--- config.mk ---
export PLATFORM = sky130hd
export DESIGN_NAME = cmp16_dbuf
export DESIGN_NICKNAME = d
export VERILOG_FILES = /design/src/rtl/cmp16_pkg.sv /design/src/rtl/cmp16_regs.sv /design/src/rtl/cmp16_match.sv /design/src/rtl/cmp16_dbuf.sv
export SDC_FILE = /design/constraint.sdc
export NUM_CORES = 1
export LEC_CHECK = 0
export CORE_AREA = 5 5 87 89
export CTS_BUF_LIST = sky130_fd_sc_hd__clkbuf_4
export DETAILED_ROUTE_END_ITERATION = 8
export DIE_AREA = 0 0 92 94
export PLACE_DENSITY = 0.68
export SETUP_SLACK_MARGIN = 0.5
export SLEW_MARGIN = 20
export SYNTH_ARGS = -nofsm -noshare
export SYNTH_HDL_FRONTEND = slang
export SYNTH_HIERARCHICAL = 1
export SYNTH_SLANG_ARGS = --single-unit
--- constraint.sdc ---
create_clock -name clk -period 1.2 [get_ports clk]
set_input_delay 0.24 -clock clk [delete_from_list [all_inputs] [get_ports clk]]
set_output_delay 0.24 -clock clk [all_outputs]
set_load 0.02 [all_outputs]
--- src/rtl/cmp16_pkg.sv ---
package cmp16_pkg;

    localparam logic [2:0] MODE_FREE    = 3'd0;
    localparam logic [2:0] MODE_CLR     = 3'd1;
    localparam logic [2:0] MODE_PWM_TOP = 3'd2;
    localparam logic [2:0] MODE_PWM_BOT = 3'd3;

    localparam logic [1:0] ADR_LO   = 2'd0;
    localparam logic [1:0] ADR_HI   = 2'd1;
    localparam logic [1:0] ADR_FLAG = 2'd2;

    function automatic logic is_buffered(input logic [2:0] m);
        return (m == MODE_PWM_TOP) || (m == MODE_PWM_BOT);
    endfunction

endpackage

--- src/rtl/cmp16_regs.sv ---
module cmp16_regs
    import cmp16_pkg::*;
#(
    parameter int BUS_W = 8,
    localparam int VAL_W = 2 * BUS_W
) (
    input  logic             clk,
    input  logic             rst_n,
    input  logic [2:0]       mode,
    input  logic             top_stb,
    input  logic             bot_stb,
    input  logic [1:0]       addr,
    input  logic             wr_en,
    input  logic             rd_en,
    input  logic [BUS_W-1:0] wr_data,
    input  logic             flag_in,
    output logic [BUS_W-1:0] rd_data,
    output logic [VAL_W-1:0] act_value
);

    typedef struct packed {
        logic [BUS_W-1:0] stage;
        logic [VAL_W-1:0] shadow;
        logic [VAL_W-1:0] act;
        logic             was_buf;
        logic [BUS_W-1:0] rd;
    } regs_t;

    regs_t r_d, r_q;

    logic             buffered;
    logic             lo_wr;
    logic             hi_wr;
    logic             upd;
    logic             leave;
    logic [VAL_W-1:0] commit_val;
    logic [VAL_W-1:0] view;

    always_comb begin
        buffered   = is_buffered(mode);
        lo_wr      = wr_en && (addr == ADR_LO);
        hi_wr      = wr_en && (addr == ADR_HI);
        upd        = ((mode == MODE_PWM_TOP) && top_stb) ||
                     ((mode == MODE_PWM_BOT) && bot_stb);
        leave      = r_q.was_buf && !buffered;
        commit_val = {r_q.stage, wr_data};
        view       = buffered ? r_q.shadow : r_q.act;

        r_d         = r_q;
        r_d.was_buf = buffered;

        if (hi_wr) begin
            r_d.stage = wr_data;
        end
        if (lo_wr) begin
            r_d.shadow = commit_val;
        end
        if (upd || leave) begin
            r_d.act = r_q.shadow;
        end
        if (lo_wr && !buffered) begin
            r_d.act = commit_val;
        end

        if (rd_en) begin
            case (addr)
                ADR_LO:   r_d.rd = view[BUS_W-1:0];
                ADR_HI:   r_d.rd = view[VAL_W-1:BUS_W];
                ADR_FLAG: r_d.rd = {{(BUS_W-1){1'b0}}, flag_in};
                default:  r_d.rd = '0;
            endcase
        end
    end

    always_ff @(posedge clk or negedge rst_n) begin
        if (!rst_n) begin
            r_q <= '0;
        end else begin
            r_q <= r_d;
        end
    end

    assign rd_data   = r_q.rd;
    assign act_value = r_q.act;

    p_hi_only_stage_r2: assert property (@(posedge clk) disable iff (!rst_n)
        (hi_wr && !upd && !leave) |=> ($stable(r_q.act) && $stable(r_q.shadow)));

    p_direct_write_r3: assert property (@(posedge clk) disable iff (!rst_n)
        (lo_wr && !buffered) |=> (r_q.act == {$past(r_q.stage), $past(wr_data)}));

    p_buffered_write_r4: assert property (@(posedge clk) disable iff (!rst_n)
        (lo_wr && buffered && !upd) |=> $stable(r_q.act));

    p_top_load_r5: assert property (@(posedge clk) disable iff (!rst_n)
        ((mode == MODE_PWM_TOP) && top_stb) |=> (r_q.act == $past(r_q.shadow)));

    p_bot_load_r6: assert property (@(posedge clk) disable iff (!rst_n)
        ((mode == MODE_PWM_BOT) && bot_stb) |=> (r_q.act == $past(r_q.shadow)));

    p_exit_flush_r7: assert property (@(posedge clk) disable iff (!rst_n)
        (leave && !lo_wr) |=> (r_q.act == $past(r_q.shadow)));

    p_read_hold_r11: assert property (@(posedge clk) disable iff (!rst_n)
        !rd_en |=> $stable(r_q.rd));

endmodule

--- src/rtl/cmp16_match.sv ---
module cmp16_match #(
    parameter int VAL_W = 16
) (
    input  logic             clk,
    input  logic             rst_n,
    input  logic [VAL_W-1:0] count,
    input  logic [VAL_W-1:0] cmp_value,
    input  logic             clr,
    output logic             flag
);

    typedef struct packed {
        logic flag;
    } match_t;

    match_t m_d, m_q;
    logic   hit;

    always_comb begin
        hit = (count == cmp_value);
        m_d = m_q;
        if (hit) begin
            m_d.flag = 1'b1;
        end else if (clr) begin
            m_d.flag = 1'b0;
        end
    end

    always_ff @(posedge clk or negedge rst_n) begin
        if (!rst_n) begin
            m_q <= '0;
        end else begin
            m_q <= m_d;
        end
    end

    assign flag = m_q.flag;

    p_hit_sets_r8: assert property (@(posedge clk) disable iff (!rst_n)
        (count == cmp_value) |=> flag);

    p_sticky_r9: assert property (@(posedge clk) disable iff (!rst_n)
        (flag && !clr) |=> flag);

    p_clear_r9: assert property (@(posedge clk) disable iff (!rst_n)
        (clr && (count != cmp_value)) |=> !flag);

    p_hit_beats_clear_r10: assert property (@(posedge clk) disable iff (!rst_n)
        (clr && (count == cmp_value)) |=> flag);

endmodule

--- src/rtl/cmp16_dbuf.sv ---
module cmp16_dbuf
    import cmp16_pkg::*;
#(
    parameter int BUS_W = 8,
    localparam int VAL_W = 2 * BUS_W
) (
    input  logic             clk,
    input  logic             rst_n,
    input  logic [2:0]       mode,
    input  logic             top_stb,
    input  logic             bot_stb,
    input  logic [VAL_W-1:0] count,
    input  logic [1:0]       addr,
    input  logic             wr_en,
    input  logic             rd_en,
    input  logic [BUS_W-1:0] wr_data,
    output logic [BUS_W-1:0] rd_data,
    output logic [VAL_W-1:0] cmp_value,
    output logic             match_flag
);

    logic flag_clr;

    assign flag_clr = wr_en && (addr == ADR_FLAG) && wr_data[0];

    cmp16_regs #(.BUS_W(BUS_W)) u_regs (
        .clk       (clk),
        .rst_n     (rst_n),
        .mode      (mode),
        .top_stb   (top_stb),
        .bot_stb   (bot_stb),
        .addr      (addr),
        .wr_en     (wr_en),
        .rd_en     (rd_en),
        .wr_data   (wr_data),
        .flag_in   (match_flag),
        .rd_data   (rd_data),
        .act_value (cmp_value)
    );

    cmp16_match #(.VAL_W(VAL_W)) u_match (
        .clk       (clk),
        .rst_n     (rst_n),
        .count     (count),
        .cmp_value (cmp_value),
        .clr       (flag_clr),
        .flag      (match_flag)
    );

endmodule

==> metrics.txt, run 1 <==
Slew @ Worst Pin 0.269 ns; skew final 0.0176 ns; GR Overflow Total 0; violated checks setup timing; die height 94 um; Starting Density 0.391; Synth top area share 0.479; final hold vios 0; largest cells by area after synthesis dfrtp_1 48%, buf_4 6.9%, mux4_2 6.9%, nand2_1 6.9%, o221a_2 6.9%; CTS clock-pin slew for the worst setup and hold paths 0.16 ns; post-synth net total 260; Post-DP Area 3550 um2; Setup violations, final 41; first-iteration detailed-routing DRC count 154; share of cells above drive strength 1 0.583; Synth Area in Adders 0; Root Driver clkbuf_4; Core Footprint 6680 um2; Async SR Flop Fraction 1.00; ant diodes 0; WL final 8720 um; final cell count without fillers 442; post-route design area 4440 um2; total CTS buffers 5; most common cell in the netlist dfrtp_1; clock sinks 50; Final min period 1.42 ns; Via Count 2,355; Worst setup EP type flip-flop; TritonRoute pass-1 iters 4; largest net degree at the start of global routing 51; Final nets 396; Yosys top cell by area dfrtp_1; placed cells 386; path depth of the worst reg2reg path 4; crit path kind flip-flop to flip-flop; Post-Synth XOR/XNOR Area 0.0537; Die W 92 um; Wirelength per Cell 19.7 um; Final Cycle Share 1.18; clock latency on the worst-skew pair 0.38 ns; Min-Delay Path Depth 4; num rows 30; CTS tree done; CP Data Arrival Time 1.71 ns; Req. time, crit path 1.49 ns; setup ws final -0.222 ns; Seq/Total Area, Yosys 0.479; crit path launch type flip-flop; Synth Cell Area 2610 um2; die area 8650 um2; FMAX 703 MHz; IO Pins 60; Worst Hold Class input pin to flip-flop; Post-Synth Simple-Gate Area 0.150; mux share of post-synthesis cell area 0.107; fin. max-slew vios 0; RSZ-0062 raised after global routing yes; Synth Area in Compound Gates 0.110; area delta synth->final 70.1%; worst rel slew slack 0.820; Synth Register Bits 50; first-pass GRT wire length 12,600 um; EDFF count, synth 0; Pleak 0.00209 uW; GP Congestion 0.788; Unique masters post-synth 31; Post-DRT Antenna Nets 0; # fillers 464; PwrDens 1360 nW/um2; worst-path maximum fanout 2; # DRC 0; initial antenna violation count 0; total track usage 0.186; clk buf depth 2; Synth Flop Type dfrtp_1; DP Wirelength 4980 um; Post-synth top cells 50 x dfrtp_1, 48 x nand2_1, 24 x buf_4; Syn Area/Cell 11.6 um2; Synth Instances 225; Yosys warnings 6; Worst VDD drop 0.574 mV; drt via density 5.33; Power Total 6030 uW; H-tree depth 2; IO buf count 59; Max-Cap Viols 0; vias in the first global route 2,450; largest family of logic cells by synthesized area simple AND/OR/NAND/NOR gates; status finished with violations
flip-flops by register name (all words and copies together) (netlist names):
register	count
u_match/flag	1
u_regs/act_value	16
u_regs/commit_val	8
u_regs/r_q	17
u_regs/rd_data	8
cell usage in the layout (no fill, tap or decap), types with 4 or more instances in the layout:
master            n
buf_4            75
buf_6            44
dfrtp_1          44
nand2_1          28
clkdlybuf4s50_1  21
nand2_2          16
o221a_4          16
xor2_1           15
or3_1            15
dlygate4sd2_1     8
mux4_2            8
mux2_4            8
a22o_1            7
clkbuf_4          6
buf_12            6
dfrtp_2           6
nand2_4           4
where the power goes:
| part | switching, uW | internal, uW |
|---|---|---|
| logic | 1040 | 1620 |
| registers | 328 | 2000 |
| clock network | 576 | 463 |
| total | 1940 | 4090 |
cells by family after synthesis:
family	after synthesis
multiplexers	17
AO/OA/AOI/OAI	27
buffers and inverters	37
flip-flops	50
AND/OR/NAND/NOR	78
XOR/XNOR	16
worst max-delay path: stages, from the launching register on:
cell     delay (ns)
dfrtp_1        0.43
buf_6          0.13
buf_6          0.10
mux4_2         0.46
a22o_1         0.22
worst paths after layout:
check	end	slack, ns	from
max in group asynchronous	u_regs/act_value[3]	0.58	rst_n
worst max-delay path	u_regs/rd_data[7]	-0.22	u_regs/act_value[7]
worst min-delay path	u_regs/r_q[32]	0.24	wr_data[7]
worst min register to register	u_regs/r_q[38]	0.54	u_regs/commit_val[13]
min in group asynchronous	u_regs/r_q[25]	0.36	rst_n
worst max register to register	u_regs/rd_data[7]	-0.22	u_regs/act_value[7]
layer usage:
| metal | GRT usage | vias to the layer above | routed length, um |
|---|---|---|---|
| li1 | - | 1068 | - |
| met1 | 0.235 | 1203 | 3650 |
| met2 | 0.313 | 74 | 4540 |
| met3 | 0.0409 | 10 | 415 |
| met4 | 0.0693 | 0 | 114 |
| met5 | 0 | - | 0 |
through the flow:
| stage | hold WS (ns) | utilization | TNS [ns] | setup slack [ns] |
|---|---|---|---|---|
| after floorplan | -0.0556 | - | -3.12 | -0.252 |
| after global placement | 0.245 | 0.532 | -32.07 | -0.939 |
| after detailed placement | 0.255 | 0.532 | -33.06 | -0.954 |
| after CTS | 0.295 | 0.624 | -1.78 | -0.167 |
| after global routing | 0.251 | 0.664 | -3.86 | -0.241 |
| final | 0.236 | 0.664 | -2.18 | -0.222 |
cell type report:
| class | instances | area (um2) | area share |
|---|---|---|---|
| inverters | 3 | 16.3 | 0.00366 |
| clock buffers | 6 | 45.0 | 0.0101 |
| clock inverters | 2 | 37.5 | 0.00846 |
| repair buffers | 161 | 1570 | 0.353 |
| multi-input cells | 140 | 1420 | 0.319 |
| flip-flops and latches | 50 | 1260 | 0.284 |
| well taps | 80 | 100 | 0.0225 |
what timing repair did:
action | 4_1_cts | 5_1_grt
setup buffers | 29 | 14
cloned | 3 | 1
setup endpoints to repair | 75 | 74
gates resized for setup | 226 | 35
hold endpoints to repair | 50 | 0
hold buffers | 1 | 0
pin swaps | 12 | 24
Note: power is estimated with default switching activity, not from simulation.
==> run 2: changes to the inputs <==
Settings changed: HOLD_SLACK_MARGIN from default to 0.05.
==> results of run 2 <==
Final layout, timing and power as in run 1 (identical DEF).
